[src/rtl/ext_bus_ctrl.sv]
module ext_bus_ctrl #(
  parameter int AW = 20
) (
  input  logic          clk,
  input  logic          rst_n,
  input  logic          byte_strap,
  input  logic          cfg_wr,
  input  logic [3:0]    cfg_wide,
  input  logic [7:0]    cfg_wait,
  input  logic [1:0]    cfg_fmt,
  input  logic          req_valid,
  output logic          req_ready,
  input  logic [AW-1:1] req_addr,
  input  logic          req_we,
  input  logic [1:0]    req_be,
  input  logic [15:0]   req_wdata,
  output logic          rsp_valid,
  output logic          rsp_err,
  output logic [15:0]   rsp_rdata,
  output logic [3:0]    bus_cs_n,
  output logic [AW-1:0] bus_addr,
  output logic          bus_ale,
  output logic          bus_rd_n,
  output logic          bus_wr_n,
  output logic [1:0]    bus_be_n,
  output logic [15:0]   bus_dout,
  output logic          bus_doe,
  input  logic [15:0]   bus_din,
  output logic          hi_lane_gpio
);

  typedef enum logic [1:0] {IDLE, ADR, DAT, RSP} st_t;
  st_t st;

  logic [3:0]    wide_r;
  logic [7:0]    wait_r;
  logic [1:0]    fmt_r;

  logic [1:0]    sp;
  logic [AW-1:1] a;
  logic          we, wide, mux, lane, two, err;
  logic [1:0]    be, wt, cnt;
  logic [15:0]   wd, rd;

  wire [1:0] nsp  = req_addr[AW-2:AW-3];
  wire       hit  = req_addr[AW-1] && (req_be != 2'b00);
  wire       nmux = (fmt_r == 2'b11) || (fmt_r == 2'b01 && nsp == 2'd1) ||
                    (fmt_r == 2'b10 && nsp == 2'd2);
  wire [1:0] nwt  = wait_r[2*nsp +: 2];
  wire       nwide = wide_r[nsp];

  always_ff @(posedge clk) begin
    if (!rst_n) begin
      wide_r <= {~byte_strap, 3'b000};
      wait_r <= 8'hFF;
      fmt_r  <= 2'b00;
    end else if (cfg_wr) begin
      wide_r <= cfg_wide;
      wait_r <= cfg_wait;
      fmt_r  <= cfg_fmt;
    end
  end

  always_ff @(posedge clk) begin
    if (!rst_n) begin
      st <= IDLE;
      sp <= '0; a <= '0; we <= 1'b0; be <= '0; wd <= '0; rd <= '0;
      wide <= 1'b0; mux <= 1'b0; lane <= 1'b0; two <= 1'b0; err <= 1'b0;
      wt <= '0; cnt <= '0;
    end else begin
      case (st)
        IDLE: if (req_valid) begin
          rd <= '0;
          sp <= nsp; a <= req_addr; we <= req_we; be <= req_be; wd <= req_wdata;
          wide <= nwide; mux <= nmux; wt <= nwt; cnt <= nwt;
          lane <= !nwide && req_be == 2'b10;
          two  <= !nwide && req_be == 2'b11;
          err  <= !hit;
          st   <= !hit ? RSP : (nmux ? ADR : DAT);
        end
        ADR: begin
          cnt <= wt;
          st  <= DAT;
        end
        DAT: if (cnt != 2'd0) begin
          cnt <= cnt - 2'd1;
        end else begin
          if (!we) begin
            if (wide)      rd <= bus_din & {{8{be[1]}}, {8{be[0]}}};
            else if (lane) rd[15:8] <= bus_din[7:0];
            else           rd[7:0]  <= bus_din[7:0];
          end
          if (two) begin
            two  <= 1'b0;
            lane <= 1'b1;
            cnt  <= wt;
            st   <= mux ? ADR : DAT;
          end else begin
            st <= RSP;
          end
        end
        default: st <= IDLE;
      endcase
    end
  end

  wire          act   = (st == ADR) || (st == DAT);
  wire [AW-1:0] ea    = {a, wide ? 1'b0 : lane};
  wire [15:0]   lmask = !mux ? 16'h0000 : (wide ? 16'hFFFF : 16'h00FF);
  wire [7:0]    wbyte = lane ? wd[15:8] : wd[7:0];

  assign req_ready    = (st == IDLE);
  assign rsp_valid    = (st == RSP);
  assign rsp_err      = (st == RSP) && err;
  assign rsp_rdata    = rd;
  assign bus_cs_n     = act ? ~(4'b0001 << sp) : 4'b1111;
  assign bus_addr     = act ? (ea & ~{{(AW-16){1'b0}}, lmask}) : '0;
  assign bus_ale      = (st == ADR);
  assign bus_rd_n     = !((st == DAT) && !we);
  assign bus_wr_n     = !((st == DAT) && we);
  assign bus_be_n     = (st != DAT) ? 2'b11 : (wide ? ~be : 2'b10);
  assign bus_doe      = (st == ADR) || ((st == DAT) && we);
  assign bus_dout     = (st == ADR) ? (ea[15:0] & lmask) :
                        ((st == DAT) && we) ? (wide ? wd : {8'h00, wbyte}) : 16'h0000;
  assign hi_lane_gpio = (wide_r == 4'b0000);

endmodule

[config.mk]
export PLATFORM = sky130hd
export DESIGN_NAME = ext_bus_ctrl
export DESIGN_NICKNAME = d
export VERILOG_FILES = /design/src/rtl/ext_bus_ctrl.sv
export SDC_FILE = /design/constraint.sdc
export NUM_CORES = 1
export LEC_CHECK = 0
export BUFFER_PORTS_ARGS = -buffer_cell sky130_fd_sc_hd__buf_2
export CAP_MARGIN = 20
export CORE_UTILIZATION = 40
export DETAILED_ROUTE_END_ITERATION = 6
export GPL_TIMING_DRIVEN = 0
export PLACE_DENSITY = 0.69
export SYNTH_ARGS = -nofsm -noshare
export SYNTH_HDL_FRONTEND = slang
export SYNTH_SLANG_ARGS = --single-unit
[constraint.sdc]
create_clock -name clk -period 2.74 [get_ports clk]
set_clock_uncertainty 0.1 [all_clocks]
set_input_delay 0.274 -clock clk [delete_from_list [all_inputs] [get_ports clk]]
set_output_delay 0.274 -clock clk [all_outputs]
set_load 0.1 [all_outputs]
* Word level (Yosys, flattened, before mapping)
Cells that the tools add are included.
** Cells by class
- $add $sub $neg :: 1
- $lt $le $gt $ge :: 1
- Equal/unequal tests :: 19
- Shifts and indexed selects :: 2
- Multiplexer cells :: 40
- Bitwise logic cells :: 7
- Reduce and logical (&&, ||, !) cells :: 30
** Operators with widths (count)
- $mux W16 :: 9
- $and A16 B16 Y16 :: 2
- $pmux W16 S2 :: 1
- $mux W8 :: 3
- $mux W2 :: 11
- $and A20 B20 Y20 :: 1
- $mux W20 :: 1
- $not A16 Y20 :: 1
- $eq A2 B2 Y1 const B :: 7
- $mux W4 :: 3
- $pmux W2 S3 :: 2
- $ne A2 B2 Y1 const B :: 5
- $reduce_and A5 Y1 :: 2
- $ne A3 B3 Y1 const B :: 3
- $logic_and A1 B1 Y1 :: 8
- $shiftx A8 B4 Y2 :: 1
- $mux W1 :: 7
- $eq A2 B1 Y1 const B :: 3
- $reduce_and A3 Y1 :: 2
- $reduce_bool A2 Y1 :: 3
- $logic_not A1 Y1 :: 5
- $logic_not A4 Y1 :: 1
- $logic_or A1 B1 Y1 :: 4
- $not A4 Y4 :: 1
- other kinds (12) :: 14
** Storage, ports and cells
- Bits in registers :: 81
- Input port bits :: 73
- Output and inout port bits :: 66
- Word-level logic and storage cells :: 119

* Depth between registers and ports, before layout
- Depth after elaboration :: 8
- Mapped depth :: 8

* Least setup slack after synthesis
OpenSTA, ideal clock, no wires.
- Path kind :: register -> output
- From :: reg st[0]
- To :: out bus_dout[0]
- Arrival :: 4.065 ns
- Required time :: 2.366 ns
- Slack :: -1.699 ns
- Stages on the path, launching flop included :: 8
- Path buffers :: 2
- Path through :: dfxtp_1 > inv_1 > ha_1 > clkbuf_2 > nand2_1 > or2_2 > clkbuf_1 > o21ai_0
** Between the ends
- Cells in the longest elaborated chain, start to end :: 4
- Elaborated cells between the ends (all ways) :: 5
** Ends and longest elaborated chain
- from (decl) :: RTL line 33 : st_t st;
- from (signal assigned) :: RTL line 79 : st <= !hit ? RSP : (nmux ? ADR : DAT);
- from (signal assigned) :: RTL line 97 : st <= mux ? ADR : DAT;
- $eq A2 B2 Y1 :: RTL line 124 : ((st == DAT) && we) ? (wide ? wd : {8'h00, wbyte}) : 16'h0000;
- $logic_and A1 B1 Y1 :: RTL line 124
- $mux W16 :: RTL line 124
- $mux W16 (*) :: RTL line 123 : assign bus_dout = (st == ADR) ? (ea[15:0] & lmask) :
- to (decl) :: RTL line 26 : output logic [15:0] bus_dout,
Mark *: on every way between the ends. The rest lies on a longest branch, timed or not.

* Final worst setup path
- From :: reg st[0]
- To :: out bus_dout[15]
Same word-level chain as after synthesis.

==> results.sh <==
export IMPL_status="finished, final reports clean"
export IMPL_rows=35
export IMPL_die_h_um=99.5
export IMPL_grt_max_degree=14
export IMPL_synth_top_area_share=0.411
export IMPL_synth_warnings=0
export IMPL_wl_per_cell_um=14.5
export IMPL_place_area_um2=4730
export IMPL_die_area_um2=9900
export IMPL_power_density_nw_per_um2=1030
export IMPL_post_synth_top_area_cell="dfxtp_1"
export IMPL_grt_util_all_layers=0.224
export IMPL_crit_type="register to primary output"
export IMPL_ant_nets=0
export IMPL_route_detailed_drc=0
export IMPL_final_util=0.545
export IMPL_drive_above_1_share=0.301
export IMPL_path_clk_slew_ns=0.07
export IMPL_drt_pre_antenna_iters=5
export IMPL_initial_utilization=0.412
export IMPL_cp_start_kind="register"
export IMPL_nNetsFinal=690
export IMPL_areaGrowthSynthToFinish_pct=32.3
export IMPL_seq_area_um2=1590
export IMPL_p_leak_nw=2.25
export IMPL_cap_violations=0
export IMPL_yosysSeqAreaShare=0.418
export IMPL_drv_slew=0
export IMPL_dp_final_hpwl_mm=8.37
export IMPL_synthCells=466
export IMPL_grt_ovfl_total=0
export IMPL_fin_crit_sh=0.959
export IMPL_cts_buffer_depth=2
export IMPL_hold_buffers=0
export IMPL_clock_latency_ns=0.35
export IMPL_synth_commonest_cells="143 x nand2_1, 78 x dfxtp_1, 37 x mux2i_1"
export IMPL_setup_viol=0
export IMPL_core_region_area_um2=9240
export IMPL_cts_sinks=79
export IMPL_vias=3812
export IMPL_root_buffer="clkbuf_8"
export IMPL_ioPinCount=139
export IMPL_ys_ff_latch=79
export IMPL_critical_path_max_fanout=9
export IMPL_cts_buffers=9
export IMPL_synth_cell_types=42
export IMPL_portBuffers=137
export IMPL_final_area_um2=5030
export IMPL_synth_edff_count=1
export IMPL_syn_area_um2=3800
export IMPL_critical_path_required_ns=2.37
export IMPL_htree_num_levels=3
export IMPL_synth_most_common_cell="nand2_1"
export IMPL_cp_end_kind="primary output"
export IMPL_worst_slew_pin_slew_ns=0.625
export IMPL_timing_final_hold_violations=0
export IMPL_crit_arrival_ns=2.25
export IMPL_grt_first_pass_wirelength_mm=17.4
export IMPL_grt_pass1_vias=3576
export IMPL_grt_setup_unrepaired="no"
export IMPL_synth_async_sr_flop_share=0
export IMPL_gp_congestion=0.951
export IMPL_drtIter0Drc=151
export IMPL_nFillCells=890
export IMPL_fmax_ghz=0.381
export IMPL_multi_input_area_um2=2180
export IMPL_routed_wl_mm=10.9
export IMPL_ys_flop_type="dfxtp_1"
export IMPL_hold_path_class="input pin to register"
export IMPL_antenna_found_initial=1
export IMPL_die_x_um=99.5
export IMPL_avgSynthCellArea_um2=8.16
export IMPL_irDropWorstVdd_mv=0.445
export IMPL_cts_tree="yes"
export IMPL_fin_crit_ns=2.63
export IMPL_viasPerCell=5.10
export IMPL_synthTopCellsByArea="dfxtp_1 41%, nand2_1 14%, mux2i_1 9.7%, a21boi_0 4.5%, and2_1 3.9%"
export IMPL_max_slew_margin=0.583
export IMPL_syn_num_nets=543
[worst paths after layout]
| path | start | end | slack (ns) | depth (start not counted) |
|---|---|---|---|---|
| hold / removal | cfg_wait[1] | wait_r[1] | 0.04 | 3 |
| setup reg to reg | st[0] | a[6] | 0.37 | 8 |
| setup / recovery | st[0] | bus_dout[15] | 0.11 | 8 |
| hold reg to reg | a[19] | a[19] | 0.35 | 2 |
[sequential cells by signal, indices dropped and copies added, names as in the netlist, 2 cells and up]
| name | count |
|---|---|
| a | 18 |
| rsp_rdata | 16 |
| wd | 16 |
| wait_r | 8 |
| wide_r | 4 |
| be | 2 |
| cnt | 2 |
| fmt_r | 2 |
| st | 2 |
| wt | 2 |
[what timing repair did]
item                                    4_1_cts  5_1_grt
buffers inserted                              0        0
resized for setup                            15       17
pin swaps                                     1        1
endpoints found under the setup margin       32       30
[critical path, cell delays in order (launching register included)]
cell and delay [ns]:
dfxtp_1 0.35, inv_1 0.10, ha_1 0.16, clkbuf_2 0.20, nand2_4 0.08, or2_4 0.32, nor2_4 0.25, a22o_2 0.21
buf_6 0.22
[through the flow]
stage / std cells / TNS, ns / total power, mW / worst slack, ns / hold WS [ns]
after global routing: 747 / 0 / 5.48 / 0.0191 / 0.0520
final: 748 / 0 / 5.20 / 0.114 / 0.0419
after CTS: 747 / 0 / 5.18 / 0.0249 / 0.0347
after floorplan: 466 / -0.413 / 3.71 / -0.0590 / 0.302
after global placement: 732 / -0.934 / 4.23 / -0.128 / 0.337
after detailed placement: 732 / -1.51 / 4.27 / -0.202 / 0.342
[final cells by class]
cell class                      instances  share of cell area
Sequential cell                        79               0.316
Timing Repair Buffer                  137               0.150
Multi-Input combinational cell        352               0.433
Antenna cell                            1            0.000497
Inverter                                6             0.00448
Clock buffer                           12              0.0308
Buffer                                 28              0.0221
Tap cell                              129              0.0321
Clock inverter                          4              0.0104
[report_power, final]
group	total, mW	internal, mW	switching [mW]
logic	2.78	0.686	2.10
registers	1.52	1.36	0.160
clock network	0.903	0.474	0.429
[cell families after synthesis]
kind of cell               share of synthesized area
AOI/OAI and AO/OA                              0.161
adders and majority gates                     0.0132
buffers and inverters                         0.0355
DFF                                            0.418
muxes                                          0.120
and+or+nand+nor                                0.252
[metal layers]
metal | track usage | vias to the layer above | share of wire
met2 | 0.367 | 145 | 0.47
met1 | 0.287 | 1773 | 0.44
li1 | - | 1865 | -
met3 | 0.0443 | 27 | 0.061
met4 | 0.0984 | 2 | 0.027
met5 | 0 | - | 0.00092
[cells in the final DEF (no fill, tap or decap), types with 2 or more instances in the layout]
master	n
clkbuf_1	22
nor3_1	5
nor2b_1	8
clkbuf_2	3
ha_1	3
or4_1	2
buf_2	123
clkbuf_8	11
o211ai_1	2
clkbuf_4	7
buf_1	2
a21boi_0	22
a22o_1	8
mux2i_1	37
dfxtp_1	78
mux4_1	2
o21ai_0	10
a22o_4	2
a22o_2	6
nor2_1	13
inv_1	5
nand3_1	3
nand2_1	142
o21ai_2	7
and2_1	24
nand2b_1	7
buf_6	8
a31oi_1	2
a21oi_1	22
Power figures use the tool's default switching activity.
